$ cat src/rtl/trap_return_pkg.sv
package trap_return_pkg;

  localparam int GLOBALS   = 8;
  localparam int NUM_BANKS = 4;
  localparam int TSTATE_W  = 64;
  localparam logic [11:0] PSTATE_MASK = 12'hF3F;

  typedef enum logic [1:0] {
    BANK_NORMAL = 2'd0,
    BANK_ALT    = 2'd1,
    BANK_MMU    = 2'd2,
    BANK_INTR   = 2'd3
  } bank_e;

  typedef struct packed {
    logic accept;
    logic takeDone;
  } ctrlStrobes_t;

  function automatic bank_e bankOf(input logic [11:0] ps);
    case ({ps[11], ps[10], ps[0]})
      3'b001:  return BANK_ALT;
      3'b010:  return BANK_MMU;
      3'b100:  return BANK_INTR;
      default: return BANK_NORMAL;
    endcase
  endfunction

endpackage

$ cat src/rtl/trap_return_ctrl.sv
module trap_return_ctrl
  import trap_return_pkg::*;
#(
  parameter int MAXTL = 6,
  parameter int TL_W  = $clog2(MAXTL + 1),
  parameter int IDX_W = (MAXTL > 1) ? $clog2(MAXTL) : 1
) (
  input  logic             clk,
  input  logic             rstN,
  input  logic             doneStb,
  input  logic             retryStb,
  output ctrlStrobes_t     strobes,
  output logic [TL_W-1:0]  tl,
  output logic [IDX_W-1:0] tsIdx,
  output logic             illegal
);

  logic anyStb;
  logic atZero;

  assign anyStb = doneStb | retryStb;
  assign atZero = (tl == '0);

  assign strobes.accept   = anyStb & ~atZero;
  assign strobes.takeDone = doneStb;

  assign tsIdx = atZero ? '0 : IDX_W'(tl - TL_W'(1));

  always_ff @(posedge clk) begin
    if (!rstN) begin
      tl      <= TL_W'(MAXTL);
      illegal <= 1'b0;
    end else begin
      illegal <= anyStb & atZero;
      if (strobes.accept) tl <= tl - TL_W'(1);
    end
  end

  assert_tl_dec_R7: assert property (@(posedge clk) disable iff (!rstN)
    (anyStb && tl != '0) |=> (tl == $past(tl) - TL_W'(1)));

  assert_tl_zero_hold_R8: assert property (@(posedge clk) disable iff (!rstN)
    (anyStb && tl == '0) |=> (illegal && tl == '0));

  assert_tl_range_R1: assert property (@(posedge clk) disable iff (!rstN)
    tl <= TL_W'(MAXTL));

  assert_illegal_pulse_R8: assert property (@(posedge clk) disable iff (!rstN)
    (!anyStb) |=> !illegal);

endmodule

$ cat src/rtl/trap_return_dp.sv
module trap_return_dp
  import trap_return_pkg::*;
#(
  parameter int ADDR_W     = 64,
  parameter int DATA_W     = 64,
  parameter int NWINDOWS   = 6,
  parameter bit GL_FEATURE = 1'b0,
  parameter int CWP_W      = $clog2(NWINDOWS)
) (
  input  logic                     clk,
  input  logic                     rstN,
  input  ctrlStrobes_t             strobes,
  input  logic [ADDR_W-1:0]        tsTpc,
  input  logic [ADDR_W-1:0]        tsTnpc,
  input  logic [TSTATE_W-1:0]      tsTstate,
  input  logic                     gWrEn,
  input  logic [2:0]               gWrIdx,
  input  logic [DATA_W-1:0]        gWrData,
  output logic [ADDR_W-1:0]        pcOut,
  output logic [ADDR_W-1:0]        npcOut,
  output logic [7:0]               ccrOut,
  output logic [7:0]               asiOut,
  output logic [11:0]              pstateOut,
  output logic [CWP_W-1:0]         cwpOut,
  output logic [GLOBALS*DATA_W-1:0] globalsOut
);

  logic [DATA_W-1:0] active  [GLOBALS];
  logic [DATA_W-1:0] bankMem [NUM_BANKS][GLOBALS];

  logic [11:0]      newPs;
  logic [CWP_W-1:0] newCwp;
  bank_e            oldSel;
  bank_e            newSel;
  logic             swap;
  logic             unusedBits;

  assign unusedBits = ^{tsTstate[63:40], tsTstate[23:20]};

  always_comb begin
    newPs = tsTstate[19:8] & PSTATE_MASK;
    if (GL_FEATURE) newPs[0] = 1'b0;
  end

  assign newCwp = CWP_W'(32'(tsTstate[7:0]) % NWINDOWS);
  assign oldSel = bankOf(pstateOut);
  assign newSel = bankOf(newPs);
  assign swap   = strobes.accept && (oldSel != newSel);

  always_ff @(posedge clk) begin
    if (!rstN) begin
      pcOut     <= '0;
      npcOut    <= '0;
      ccrOut    <= '0;
      asiOut    <= '0;
      pstateOut <= '0;
      cwpOut    <= '0;
    end else if (strobes.accept) begin
      pcOut     <= strobes.takeDone ? tsTnpc : tsTpc;
      npcOut    <= strobes.takeDone ? tsTnpc + ADDR_W'(4) : tsTnpc;
      ccrOut    <= tsTstate[39:32];
      asiOut    <= tsTstate[31:24];
      pstateOut <= newPs;
      cwpOut    <= newCwp;
    end
  end

  always_ff @(posedge clk) begin
    for (int g = 0; g < GLOBALS; g++) begin
      if (!rstN) begin
        active[g] <= '0;
      end else if (swap) begin
        active[g] <= bankMem[newSel][g];
      end else if (!strobes.accept && gWrEn && gWrIdx == 3'(g)) begin
        active[g] <= gWrData;
      end
    end
  end

  always_ff @(posedge clk) begin
    for (int b = 0; b < NUM_BANKS; b++) begin
      for (int g = 0; g < GLOBALS; g++) begin
        if (!rstN) begin
          bankMem[b][g] <= '0;
        end else if (swap && oldSel == bank_e'(b)) begin
          bankMem[b][g] <= active[g];
        end
      end
    end
  end

  for (genvar g = 0; g < GLOBALS; g++) begin : gFlat
    assign globalsOut[g*DATA_W +: DATA_W] = active[g];
  end

  assert_cwp_range_R6: assert property (@(posedge clk) disable iff (!rstN)
    cwpOut < CWP_W'(NWINDOWS));

  assert_pstate_mask_R6: assert property (@(posedge clk) disable iff (!rstN)
    (pstateOut & ~PSTATE_MASK) == 12'h000);

  assert_done_npc_R3: assert property (@(posedge clk) disable iff (!rstN)
    (strobes.accept && strobes.takeDone) |=> (npcOut == pcOut + ADDR_W'(4)));

  assert_globals_quiet_R11: assert property (@(posedge clk) disable iff (!rstN)
    (!strobes.accept && !gWrEn) |=> $stable(globalsOut));

  assert_regs_hold_R8: assert property (@(posedge clk) disable iff (!rstN)
    (!strobes.accept) |=> ($stable(pcOut) && $stable(pstateOut) && $stable(cwpOut)));

endmodule

$ cat src/rtl/trap_return_unit.sv
module trap_return_unit
  import trap_return_pkg::*;
#(
  parameter int ADDR_W     = 64,
  parameter int DATA_W     = 64,
  parameter int NWINDOWS   = 6,
  parameter int MAXTL      = 6,
  parameter bit GL_FEATURE = 1'b0,
  parameter int CWP_W      = $clog2(NWINDOWS),
  parameter int TL_W       = $clog2(MAXTL + 1),
  parameter int IDX_W      = (MAXTL > 1) ? $clog2(MAXTL) : 1
) (
  input  logic                      clk,
  input  logic                      rstN,
  input  logic                      doneStb,
  input  logic                      retryStb,
  output logic [IDX_W-1:0]          tsIdx,
  input  logic [ADDR_W-1:0]         tsTpc,
  input  logic [ADDR_W-1:0]         tsTnpc,
  input  logic [63:0]               tsTstate,
  input  logic                      gWrEn,
  input  logic [2:0]                gWrIdx,
  input  logic [DATA_W-1:0]         gWrData,
  output logic [ADDR_W-1:0]         pcOut,
  output logic [ADDR_W-1:0]         npcOut,
  output logic [7:0]                ccrOut,
  output logic [7:0]                asiOut,
  output logic [11:0]               pstateOut,
  output logic [CWP_W-1:0]          cwpOut,
  output logic [TL_W-1:0]           tlOut,
  output logic                      illegalOut,
  output logic [8*DATA_W-1:0]       globalsOut
);

  ctrlStrobes_t strobes;

  trap_return_ctrl #(
    .MAXTL (MAXTL),
    .TL_W  (TL_W),
    .IDX_W (IDX_W)
  ) u_ctrl (
    .clk      (clk),
    .rstN     (rstN),
    .doneStb  (doneStb),
    .retryStb (retryStb),
    .strobes  (strobes),
    .tl       (tlOut),
    .tsIdx    (tsIdx),
    .illegal  (illegalOut)
  );

  trap_return_dp #(
    .ADDR_W     (ADDR_W),
    .DATA_W     (DATA_W),
    .NWINDOWS   (NWINDOWS),
    .GL_FEATURE (GL_FEATURE),
    .CWP_W      (CWP_W)
  ) u_dp (
    .clk        (clk),
    .rstN       (rstN),
    .strobes    (strobes),
    .tsTpc      (tsTpc),
    .tsTnpc     (tsTnpc),
    .tsTstate   (tsTstate),
    .gWrEn      (gWrEn),
    .gWrIdx     (gWrIdx),
    .gWrData    (gWrData),
    .pcOut      (pcOut),
    .npcOut     (npcOut),
    .ccrOut     (ccrOut),
    .asiOut     (asiOut),
    .pstateOut  (pstateOut),
    .cwpOut     (cwpOut),
    .globalsOut (globalsOut)
  );

endmodule

$ cat config.mk
export PLATFORM = sky130hd
export DESIGN_NAME = trap_return_unit
export DESIGN_NICKNAME = d
export VERILOG_FILES = /design/src/rtl/trap_return_pkg.sv /design/src/rtl/trap_return_ctrl.sv /design/src/rtl/trap_return_dp.sv /design/src/rtl/trap_return_unit.sv
export SDC_FILE = /design/constraint.sdc
export NUM_CORES = 2
export LEC_CHECK = 0
export BUFFER_PORTS_ARGS = -buffer_cell sky130_fd_sc_hd__buf_2
export CORE_ASPECT_RATIO = 1.5
export CORE_MARGIN = 5
export CORE_UTILIZATION = 55
export CTS_BUF_LIST = sky130_fd_sc_hd__clkbuf_8 sky130_fd_sc_hd__clkbuf_16
export CTS_CLUSTER_SIZE = 24
export DETAILED_ROUTE_END_ITERATION = 8
export HOLD_SLACK_MARGIN = 0.06
export PLACE_DENSITY = 0.83
export SYNTH_ARGS = -nofsm -noshare
export SYNTH_HDL_FRONTEND = slang
export SYNTH_SLANG_ARGS = --single-unit
$ cat constraint.sdc
create_clock -name clk -period 55.9 [get_ports clk]
set_input_delay 11.18 -clock clk [delete_from_list [all_inputs] [get_ports clk]]
set_output_delay 11.18 -clock clk [all_outputs]
set_load 0.01 [all_outputs]
==> out/metrics.csv <==
metric;value;unit
status;finished, final reports clean;
yosys-top-cells-area;edfxtp_1 66%, and2_1 11%, mux4_2 10%, a22o_1 3.9%, dfxtp_1 2.8%;
drtIter0Drc;8276;
crit_slowest_cell;buf_4;
cts_resized;0;
hold_class;flip-flop to flip-flop;
synthArstFlopShare;0;%
synthMostInstantiatedCell;edfxtp_1;
fmax;59.7;MHz
cp_max_fo;90;
synth_top_cell_area_share;66.4;%
die_y;572;um
relSlewSlack;11.1;%
yosysSeqAreaShare;69.2;%
antenna_found_initial;41;
ios;942;
final.setup_skew;92.1;ps
synth_commonest_cells;2560 x edfxtp_1, 2051 x and2_1, 512 x a22o_1, 512 x mux4_2, 320 x clkbuf_1;
p_leak;49.7;nW
final_antenna_net_count;0;
crit_path_end_kind;flip-flop;
finalPower;4.82;mW
initial_core_util;55.2;%
core;210000;um2
wl;357;mm
syn-cell-area;116000;um2
crit_type;input port to flip-flop;
ff_latch_area;80100;um2
critical-path-top-cell-by-count;buf_4;
dr.pass1.iters;6;
synth_area_per_cell;16.3;um2
cts_tree;yes;
cts-htree-levels;4;
fp-row-count;206;
die_w;385;um
worstMarginPinSlew;1300;ps
yosysTopAreaCell;edfxtp_1;
design_area;131000;um2
dp.final_hpwl;213;mm
path_delay_family;buffers and inverters;
rsz0062_at_grt;false;
hold_buffers;0;
critPathArrivalTime;17480;ps
fin_cells;10900;
crit_buf_inv;7;
grt_pass1_wl;504;mm
path_cells;buf_2, buf_4, inv_4, a311oi_4, buf_4, nor2b_4, buf_4, buf_4, buf_4, and2_1;
ys.flop_type;edfxtp_1;
cts.sinks;2721;
root_buffer;clkbuf_16;
finalNetCount;8070;
rrSetupSlack;49200;ps
fillers;14500;
cts.clk_slew.worst_paths;70;ps
final_core_util;62.4;%
peakVddDrop;0.0288;mV
min_period;16760;ps
vias_per_cell;6.38;
setup_viol;0;
ys_seq_elements;2721;
port_buffers;909;
dpl-instance-area;123000;um2
post-cts-setup-buffer-count;0;
gr-usage-all-layers;31.8;%
synth_edf_count;2560;
areaGrowthSynthToFinish;13.2;%
place.gp.congestion;1.06;
cts_buffers;247;
drc;0;
insertion_delay;920;ps
syn_inst;7102;
die_area;220000;um2
crit_required;56620;ps
gr-total-overflow;0;
grt_max_degree;186;
yosysWarnings;0;
hold_viol_final;0;
first_global_vias;70100;
drive_gt1_share;24.3;%
fin_crit_sh;30.0;%
worst_path_largest_cell_delay;880;ps
cellPowerDensity;36.8;nW/um2
dp_cells;10400;
wl_per_cell;32.8;um
cts_buffer_depth;4;
cap_violations;0;
vias;69300;
tns;0;ps
multiInputGateArea;33500;um2
drv_slew;0;
ys_types;61;
cp-start-kind;input port;
-- layer usage --
| metal | share of wire, % | vias up | track usage [%] |
|---|---|---|---|
| met1 | 32 | 35400 | 38.2 |
| met3 | 12 | 805 | 9.91 |
| met4 | 6.7 | 6 | 18.3 |
| met5 | 0.0095 | - | 0 |
| met2 | 49 | 4804 | 51.2 |
| li1 | - | 28300 | - |
-- tightest hold or removal path, cell delays in order (launching register included) --
cell and delay [ps]:
dfxtp_1 310, nand2_1 50, a21oi_1 50
-- cells by family after synthesis --
logic type | synth area share (%)
AO/OA/AOI/OAI | 5.25
XOR/XNOR | 0.416
adder cells (fa/ha/maj) | 0.0648
buffers and inverters | 2.08
flip-flops | 69.2
multiplexers | 10.5
other | 0.00324
AND/OR/NAND/NOR | 12.5
-- registers in the layout, summed over array words and instances, names as in the netlist --
| name | flops |
|---|---|
| u_ctrl.illegal | 1 |
| u_dp.bankMem | 2048 |
| u_dp.asiOut | 8 |
| u_dp.active | 512 |
| u_dp.cwpOut | 3 |
| u_dp.ccrOut | 8 |
| u_ctrl.tl | 3 |
| u_dp.pstateOut | 10 |
| u_dp.npcOut | 64 |
| u_dp.pcOut | 64 |
-- power breakdown --
part | switching (mW) | internal, mW
sequential | 0.108 | 2.44
clock | 0.774 | 0.942
combinational | 0.370 | 0.186
-- layout by cell type, fill, tap and decap left out, types with 12 or more instances in the layout --
cell type,synthesis,routed
a211oi_1,91,91
a21oi_1,64,62
a22o_1,512,512
and2_1,2051,2051
and3_1,16,15
buf_12,0,13
buf_2,130,908
buf_4,2,112
bufinv_16,0,28
clkbuf_16,0,249
clkinv_1,0,49
clkinv_2,0,33
clkinvlp_4,0,24
dfxtp_1,161,161
diode_2,0,48
edfxtp_1,2560,2560
inv_1,10,53
inv_6,0,12
mux2i_1,64,64
mux4_2,512,512
nand2_1,88,88
nand3_1,24,24
nand4_1,22,22
nor2_1,121,114
o21ai_0,53,45
or3_1,13,13
xnor2_1,16,16
xor2_1,39,39
-- through the flow --
| step | setup WS, ps | hold slack [ps] |
|---|---|---|
| after floorplan | 4640 | 481 |
| after global placement | 38410 | 450 |
| after detailed placement | 38410 | 447 |
| after CTS | 39360 | 459 |
| after global routing | 38970 | 483 |
| final | 39140 | 458 |
-- path summary, 6_finish.rpt --
| kind | from | end | depth (start not counted) |
|---|---|---|---|
| worst max-delay path | rstN | u_dp.bankMem[0][372] | 10 |
| worst min-delay path | u_dp.pstateOut[8] | u_dp.pstateOut[8] | 2 |
| worst max register to register | u_ctrl.tl[0] | u_dp.bankMem[0][372] | 11 |
| worst min register to register | u_dp.pstateOut[8] | u_dp.pstateOut[8] | 2 |
-- final cells by class --
type | count | share of cell area, %
well taps | 2808 | 2.68
flip-flops and latches | 2721 | 61.1
diodes | 48 | 0.0917
inverters | 11 | 0.0334
repair buffers | 1033 | 4.31
clock inverters | 202 | 1.40
multi-input cells | 3786 | 25.6
clock buffers | 249 | 4.76
No activity file was read; power rests on OpenSTA's default activity.
